### config.mk
export PLATFORM = sky130hd
export DESIGN_NAME = phase_step_ctrl
export DESIGN_NICKNAME = d
export VERILOG_FILES = /design/src/rtl/phase_step_pkg.sv /design/src/rtl/phase_step_sync.sv /design/src/rtl/phase_step_edges.sv /design/src/rtl/phase_step_rate.sv /design/src/rtl/phase_step_acc.sv /design/src/rtl/phase_step_ctrl.sv
export SDC_FILE = /design/constraint.sdc
export NUM_CORES = 1
export LEC_CHECK = 0
export CAP_MARGIN = 20
export CORE_MARGIN = 1.5
export CORE_UTILIZATION = 57
export DETAILED_ROUTE_END_ITERATION = 7
export PLACE_DENSITY = 0.82
export SYNTH_ARGS = -nofsm -noshare
export SYNTH_HDL_FRONTEND = slang
export SYNTH_SLANG_ARGS = --single-unit
### constraint.sdc
create_clock -name clk -period 2.7 [get_ports clk]
set_input_delay 0.27 -clock clk [delete_from_list [all_inputs] [get_ports clk]]
set_output_delay 0.27 -clock clk [all_outputs]
set_load 0.1 [all_outputs]
### src/rtl/phase_step_pkg.sv
package phase_step_pkg;

  typedef enum logic [2:0] {
    MD_MUL  = 3'd0,
    MD_DIV2 = 3'd1,
    MD_DIV3 = 3'd2,
    MD_DIV4 = 3'd3,
    MD_HOLD = 3'd4
  } ratio_mode_e;

  // Codes 4..7 all freeze the index.
  function automatic logic mode_is_hold(input logic [2:0] m);
    return m[2];
  endfunction

endpackage

### src/rtl/phase_step_sync.sv
module phase_step_sync #(
  parameter int WIDTH  = 2,
  parameter int STAGES = 2
) (
  input  logic             clk,
  input  logic             rst_n,
  input  logic [WIDTH-1:0] d_i,
  output logic [WIDTH-1:0] q_o
);

  logic [STAGES-1:0][WIDTH-1:0] chain_q;
  logic [STAGES-1:0][WIDTH-1:0] chain_d;

  always_comb begin
    chain_d = {chain_q[STAGES-2:0], d_i};
  end

  always_ff @(posedge clk or negedge rst_n) begin
    if (!rst_n) chain_q <= '0;
    else        chain_q <= chain_d;
  end

  assign q_o = chain_q[STAGES-1];

endmodule

### src/rtl/phase_step_edges.sv
module phase_step_edges #(
  parameter int GROUP_LEN = 32,
  localparam int GRP_W    = (GROUP_LEN > 2) ? $clog2(GROUP_LEN) : 1
) (
  input  logic clk,
  input  logic rst_n,
  input  logic stb_s_i,
  input  logic dir_s_i,
  input  logic accept_i,
  output logic stb_edge_o,
  output logic dir_rise_o,
  output logic step_o
);

  localparam logic [GRP_W-1:0] GRP_LAST = GRP_W'(GROUP_LEN - 1);

  logic             stb_q, dir_q;
  logic [GRP_W-1:0] grp_q, grp_d;
  logic             grp_en;
  logic             grp_last;

  always_comb begin
    stb_edge_o = stb_s_i & ~stb_q;
    dir_rise_o = dir_s_i & ~dir_q;
    grp_last   = (grp_q == GRP_LAST);
    grp_en     = stb_edge_o & accept_i;
    step_o     = grp_en & ~grp_last;
    grp_d      = grp_q;
    if (grp_en) grp_d = grp_last ? '0 : grp_q + 1'b1;
  end

  always_ff @(posedge clk or negedge rst_n) begin
    if (!rst_n) begin
      stb_q <= 1'b0;
      dir_q <= 1'b0;
      grp_q <= '0;
    end else begin
      stb_q <= stb_s_i;
      dir_q <= dir_s_i;
      if (grp_en) grp_q <= grp_d;
    end
  end

endmodule

### src/rtl/phase_step_rate.sv
module phase_step_rate (
  input  logic clk,
  input  logic rst_n,
  input  logic stb_edge_i,
  input  logic dir_rise_i,
  output logic err_o
);

  logic armed_q, armed_d;
  logic seen_q, seen_d;
  logic err_q, err_d;

  always_comb begin
    err_d   = stb_edge_i & armed_q & ~(seen_q | dir_rise_i);
    armed_d = armed_q | stb_edge_i;
    seen_d  = stb_edge_i ? 1'b0 : (seen_q | dir_rise_i);
  end

  always_ff @(posedge clk or negedge rst_n) begin
    if (!rst_n) begin
      armed_q <= 1'b0;
      seen_q  <= 1'b0;
      err_q   <= 1'b0;
    end else begin
      armed_q <= armed_d;
      seen_q  <= seen_d;
      err_q   <= err_d;
    end
  end

  assign err_o = err_q;

endmodule

### src/rtl/phase_step_acc.sv
module phase_step_acc
  import phase_step_pkg::*;
#(
  parameter int PH_W     = 14,
  parameter int MOD_MUL  = 384,
  parameter int MOD_DIV2 = 3072,
  parameter int MOD_DIV3 = 6144,
  parameter int MOD_DIV4 = 12288
) (
  input  logic            clk,
  input  logic            rst_n,
  input  logic [2:0]      mode_i,
  input  logic            step_i,
  input  logic            dir_i,
  output logic [PH_W-1:0] phase_o,
  output logic            wrap_o,
  output logic [2:0]      mode_q_o,
  output logic [PH_W-1:0] last_idx_o,
  output logic            accept_o
);

  localparam logic [PH_W-1:0] LAST_MUL  = PH_W'(MOD_MUL  - 1);
  localparam logic [PH_W-1:0] LAST_DIV2 = PH_W'(MOD_DIV2 - 1);
  localparam logic [PH_W-1:0] LAST_DIV3 = PH_W'(MOD_DIV3 - 1);
  localparam logic [PH_W-1:0] LAST_DIV4 = PH_W'(MOD_DIV4 - 1);

  logic [2:0]      mode_q, mode_d;
  logic [PH_W-1:0] phase_q, phase_d;
  logic            wrap_q, wrap_d;
  logic [PH_W-1:0] last_idx;
  logic            mode_chg;

  always_comb begin
    unique case (mode_q)
      MD_MUL:  last_idx = LAST_MUL;
      MD_DIV2: last_idx = LAST_DIV2;
      MD_DIV3: last_idx = LAST_DIV3;
      MD_DIV4: last_idx = LAST_DIV4;
      default: last_idx = LAST_MUL;
    endcase
  end

  always_comb begin
    mode_chg = (mode_i != mode_q);
    accept_o = ~mode_chg & ~mode_is_hold(mode_q);
    mode_d   = mode_q;
    phase_d  = phase_q;
    wrap_d   = 1'b0;
    if (mode_chg) begin
      mode_d  = mode_i;
      phase_d = '0;
    end else if (step_i && accept_o) begin
      if (dir_i) begin
        if (phase_q == '0) begin
          phase_d = last_idx;
          wrap_d  = 1'b1;
        end else begin
          phase_d = phase_q - 1'b1;
        end
      end else begin
        if (phase_q == last_idx) begin
          phase_d = '0;
          wrap_d  = 1'b1;
        end else begin
          phase_d = phase_q + 1'b1;
        end
      end
    end
  end

  always_ff @(posedge clk or negedge rst_n) begin
    if (!rst_n) begin
      mode_q  <= MD_MUL;
      phase_q <= '0;
      wrap_q  <= 1'b0;
    end else begin
      mode_q  <= mode_d;
      phase_q <= phase_d;
      wrap_q  <= wrap_d;
    end
  end

  assign phase_o    = phase_q;
  assign wrap_o     = wrap_q;
  assign mode_q_o   = mode_q;
  assign last_idx_o = last_idx;

endmodule

### src/rtl/phase_step_ctrl.sv
module phase_step_ctrl #(
  parameter int STEPS_MUL   = 384,
  parameter int DIV2_FACTOR = 8,
  parameter int DIV3_FACTOR = 16,
  parameter int DIV4_FACTOR = 32,
  parameter int GROUP_LEN   = 32,
  parameter int SYNC_STAGES = 2,
  localparam int MOD_DIV2   = STEPS_MUL * DIV2_FACTOR,
  localparam int MOD_DIV3   = STEPS_MUL * DIV3_FACTOR,
  localparam int MOD_DIV4   = STEPS_MUL * DIV4_FACTOR,
  localparam int PH_W       = $clog2(MOD_DIV4)
) (
  input  logic            clk,
  input  logic            rst_n,
  input  logic [2:0]      mode_i,
  input  logic            strobe_i,
  input  logic            dir_i,
  output logic [PH_W-1:0] phase_o,
  output logic            wrap_o,
  output logic            rate_err_o
);

  logic [1:0]      raw_in;
  logic [1:0]      sync_out;
  logic            stb_s, dir_s;
  logic            stb_edge, dir_rise, step;
  logic            accept;
  logic [2:0]      mode_q;
  logic [PH_W-1:0] last_idx;

  assign raw_in = {dir_i, strobe_i};
  assign stb_s  = sync_out[0];
  assign dir_s  = sync_out[1];

  phase_step_sync #(
    .WIDTH  (2),
    .STAGES (SYNC_STAGES)
  ) u_sync (
    .clk   (clk),
    .rst_n (rst_n),
    .d_i   (raw_in),
    .q_o   (sync_out)
  );

  phase_step_edges #(
    .GROUP_LEN (GROUP_LEN)
  ) u_edges (
    .clk        (clk),
    .rst_n      (rst_n),
    .stb_s_i    (stb_s),
    .dir_s_i    (dir_s),
    .accept_i   (accept),
    .stb_edge_o (stb_edge),
    .dir_rise_o (dir_rise),
    .step_o     (step)
  );

  phase_step_rate u_rate (
    .clk        (clk),
    .rst_n      (rst_n),
    .stb_edge_i (stb_edge),
    .dir_rise_i (dir_rise),
    .err_o      (rate_err_o)
  );

  phase_step_acc #(
    .PH_W     (PH_W),
    .MOD_MUL  (STEPS_MUL),
    .MOD_DIV2 (MOD_DIV2),
    .MOD_DIV3 (MOD_DIV3),
    .MOD_DIV4 (MOD_DIV4)
  ) u_acc (
    .clk        (clk),
    .rst_n      (rst_n),
    .mode_i     (mode_i),
    .step_i     (step),
    .dir_i      (dir_s),
    .phase_o    (phase_o),
    .wrap_o     (wrap_o),
    .mode_q_o   (mode_q),
    .last_idx_o (last_idx),
    .accept_o   (accept)
  );

endmodule

==> results.md <==
- Mapped Area: 0.00217 sq mm
- Slowest stage cell, crit path: dfrtp_1
- Post-DP HPWL: 3300 microns
- Number of core rows: 22
- Ys async rst share: 1.00
- Final setup viols: 0
- ANT cells: 0
- Most frequent cell after synthesis: dfrtp_1
- Pins Over Slew Limit: 0
- Post-synth top flop: dfrtp_1
- Reg2reg start: u_acc.phase_o[0]$_DFFE_PN0P_
- H-tree depth: 2
- Hold endpoint: u_sync.q_o[1]$_DFF_PN0_
- Hold path startpoint: u_sync.chain_d[3]$_DFF_PN0_
- Tot GR Track Use: 0.253
- Largest net degree at the start of global routing: 33
- Share of the synthesized area in the top cell type: 0.369
- TritonRoute pass-1 iters: 5
- CP Cell Sequence: ha_1 -> nand4_4 -> nor4b_2 -> o31ai_1 -> o21a_1 -> buf_4 -> o2111a_1 -> a221o_1
- Total CTS buffers: 5
- Initial core utilization: 0.592
- Average wire per standard cell: 15.0 microns
- CP max stage delay: 0.50 ns
- Post-CTS Setup Bufs: 0
- Share of power burned in the clock network: 0.362
- Clock slew seen by the registers of the worst setup and hold paths: 0.08 ns
- PwrDens: 430 mW/mm^2
- Port Buffer Count: 22
- Sum Neg Setup Slack: 0 ns
- Max-cap viol count: 0
- Final-report hold violation count: 0
- Synth area leader: dfrtp_1
- Fmax: 423 MHz
- Crit Path Max Fanout: 11
- Layout fillers: 316
- Run status: finished clean
- Clock sinks: 32
- First-pass GRT wire length: 8250 microns
- Layout area overhead: 12.8%
- Vias in the first global route: 1726
- Global route overflow: 0
- Switching portion of total power: 0.293
- Hold Path Stages: 0
- Reg2reg path depth: 8
- Rel. slew slack: 0.566
- EDFF count, synth: 0
- CTS-repair resized insts: 0
- Seq/Total Area, Yosys: 0.369
- Post-synth top cells: dfrtp_1, nand2_1, nor2_1, o21ai_0, a21oi_1
- Mapped Cells: 249
- Core Region: 0.00366 sq mm
- Syn_area_per_cell: 8.71 sq um
- Pint: 0.744 mW
- Hold bufs inserted after CTS: 0
- Crit path DAT: 2.55 ns
- Final core utilization: 0.668
- 1st-iter DRT viols: 218
- Layout cells sized above 1: 0.170
- CTS tree: done
- Required time of the critical path: 2.89 ns
- Vias: 1924
- Crit end category: flip-flop
- Min-delay worst type: flip-flop to flip-flop
- # IOs: 23
- Deepest clock path buffer count: 2
- Leak pwr: 1.09 nW
- Routed Antenna Nets: 0
- Skew-Pair Late Insertion Delay: 0.30 ns
- Unrepaired setup endpoints after global routing: false
- Area contributors post-synth: dfrtp_1, o21ai_0, nand2_1
- Worst setup SP type: flip-flop
- Syn_nets: 261
- Via/cell ratio: 6.15
- Crit Path Category: flip-flop to flip-flop
- DRC Markers: 0
- Clock Skews: 0.00808 ns
- Critical R2R Capture: u_acc.phase_o[13]$_DFFE_PN0P_
- Chip width: 64.7 microns
- Worst IR drop on VDD: 0.338 mV
- Comb pwr share: 0.142
- Clk root buf: clkbuf_8
- Final net count: 276
- #FFs+latches synth: 32
- Sequential power share: 0.496
- Initial antenna violation count: 0
- Synth cell types: 63
- Sw power: 0.308 mW
- Post-route minimum period: 2.37 ns
- Die Area: 0.00418 sq mm
- Worst-margin pin slew: 0.651 ns
- Flop-to-flop setup slack: 0.33 ns
- RePlAce Congestion: 0.907
- Final Cycle Share: 0.876
- YS warnings: 0
- Final WL: 4710 microns
- Die Ht: 64.7 microns
[logic make-up (layout without fill, tap and decap cells)]
| group | count (synthesis) | after routing | synth area share |
|---|---|---|---|
| simple gates | 100 | 100 | 0.265 |
| compound gates | 70 | 70 | 0.216 |
| flops | 32 | 32 | 0.369 |
| buf+inv | 29 | 45 | 0.0635 |
| xor+xnor | 8 | 8 | 0.0323 |
| fa+ha+maj | 5 | 5 | 0.0289 |
| mux | 5 | 5 | 0.0248 |
[routing by layer]
layer  GRT usage  vias to the layer above  wire (microns)  part of all wire
met3      0.0503                       10             292             0.062
li1            -                      932               -                 -
met4      0.0931                        0              81             0.017
met2       0.372                       70            2100              0.45
met1       0.370                      912            2230              0.47
met5           0                        -               0                 0
[sequential cells by signal, indices dropped and copies added, names as in the netlist]
register and cells:
u_acc.phase_o 14, u_edges.grp_q 5, u_acc.mode_q_o 3, u_sync.chain_d 2
u_sync.q_o 2, u_acc.wrap_o 1, u_edges.dir_q 1, u_edges.stb_q 1
u_rate.armed_q 1, u_rate.err_o 1, u_rate.seen_q 1
[power groups by stage]
stage	combinational, mW	clock, mW	sequential [mW]
6_report	0.149	0.381	0.522
5_1_grt	0.167	0.416	0.525
4_1_cts	0.150	0.393	0.522
3_5_place_dp	0.149	0	0.532
3_3_place_gp	0.146	0	0.530
2_1_floorplan	0.0946	0	0.538
[per-stage QoR]
stage                     instance area [sq um]  power [mW]  setup slack, ns  instances  hold slack (ns)
after detailed placement                   2350       0.681            0.363        305            0.340
after CTS                                  2450        1.07            0.340        313            0.358
final                                      2450        1.05            0.334        313            0.355
after global routing                       2450        1.11            0.182        313            0.361
after global placement                     2350       0.676            0.492        305            0.333
after floorplan                            2170       0.633           0.0139        249          -0.0256
[cells in the final DEF (no fill, tap or decap), drive strengths merged, types with 4 or more instances in the layout]
cell type,count
a21oi,13
a22o,4
buf,23
clkbuf,5
clkdlybuf4s50,6
dfrtp,32
ha,5
inv,7
nand2,22
nand2b,5
nand3,11
nand4,6
nor2,21
nor3,10
o211ai,4
o21ai,19
or3,4
xnor2,5
[final cells by class]
class                   count  area, sq um  share of cell area
clock buffers               5         68.8              0.0281
multi-input cells         188         1230               0.503
clock inverters             3         23.8             0.00972
flip-flops and latches     32          801               0.327
repair buffers             29          233              0.0951
inverters                   8         30.0              0.0123
well taps                  48         60.1              0.0246
[worst max-delay path by stage]
stage	startpoint	end	slack, ns	depth (start not counted)
CTS	u_acc.phase_o[0]$_DFFE_PN0P_	u_acc.phase_o[13]$_DFFE_PN0P_	0.34	8
global route	u_acc.phase_o[0]$_DFFE_PN0P_	u_acc.phase_o[13]$_DFFE_PN0P_	0.18	8
detailed placement	u_acc.phase_o[0]$_DFFE_PN0P_	u_acc.phase_o[13]$_DFFE_PN0P_	0.36	8
finish	u_acc.phase_o[0]$_DFFE_PN0P_	u_acc.phase_o[13]$_DFFE_PN0P_	0.33	8
global placement	u_acc.phase_o[0]$_DFFE_PN0P_	u_acc.phase_o[13]$_DFFE_PN0P_	0.49	8
floorplan	u_acc.phase_o[0]$_DFFE_PN0P_	u_acc.phase_o[10]$_DFFE_PN0P_	0.01	8
[worst max-delay path: cells and delay by family, from the launching register on]
family / cells / cell delay [ns]
AO/OA/AOI/OAI: 4 / 0.74
flip-flops: 1 / 0.50
AND/OR/NAND/NOR: 2 / 0.50
adder cells (fa/ha/maj): 1 / 0.32
buffers and inverters: 1 / 0.18
(Power assumes the default switching activity.)
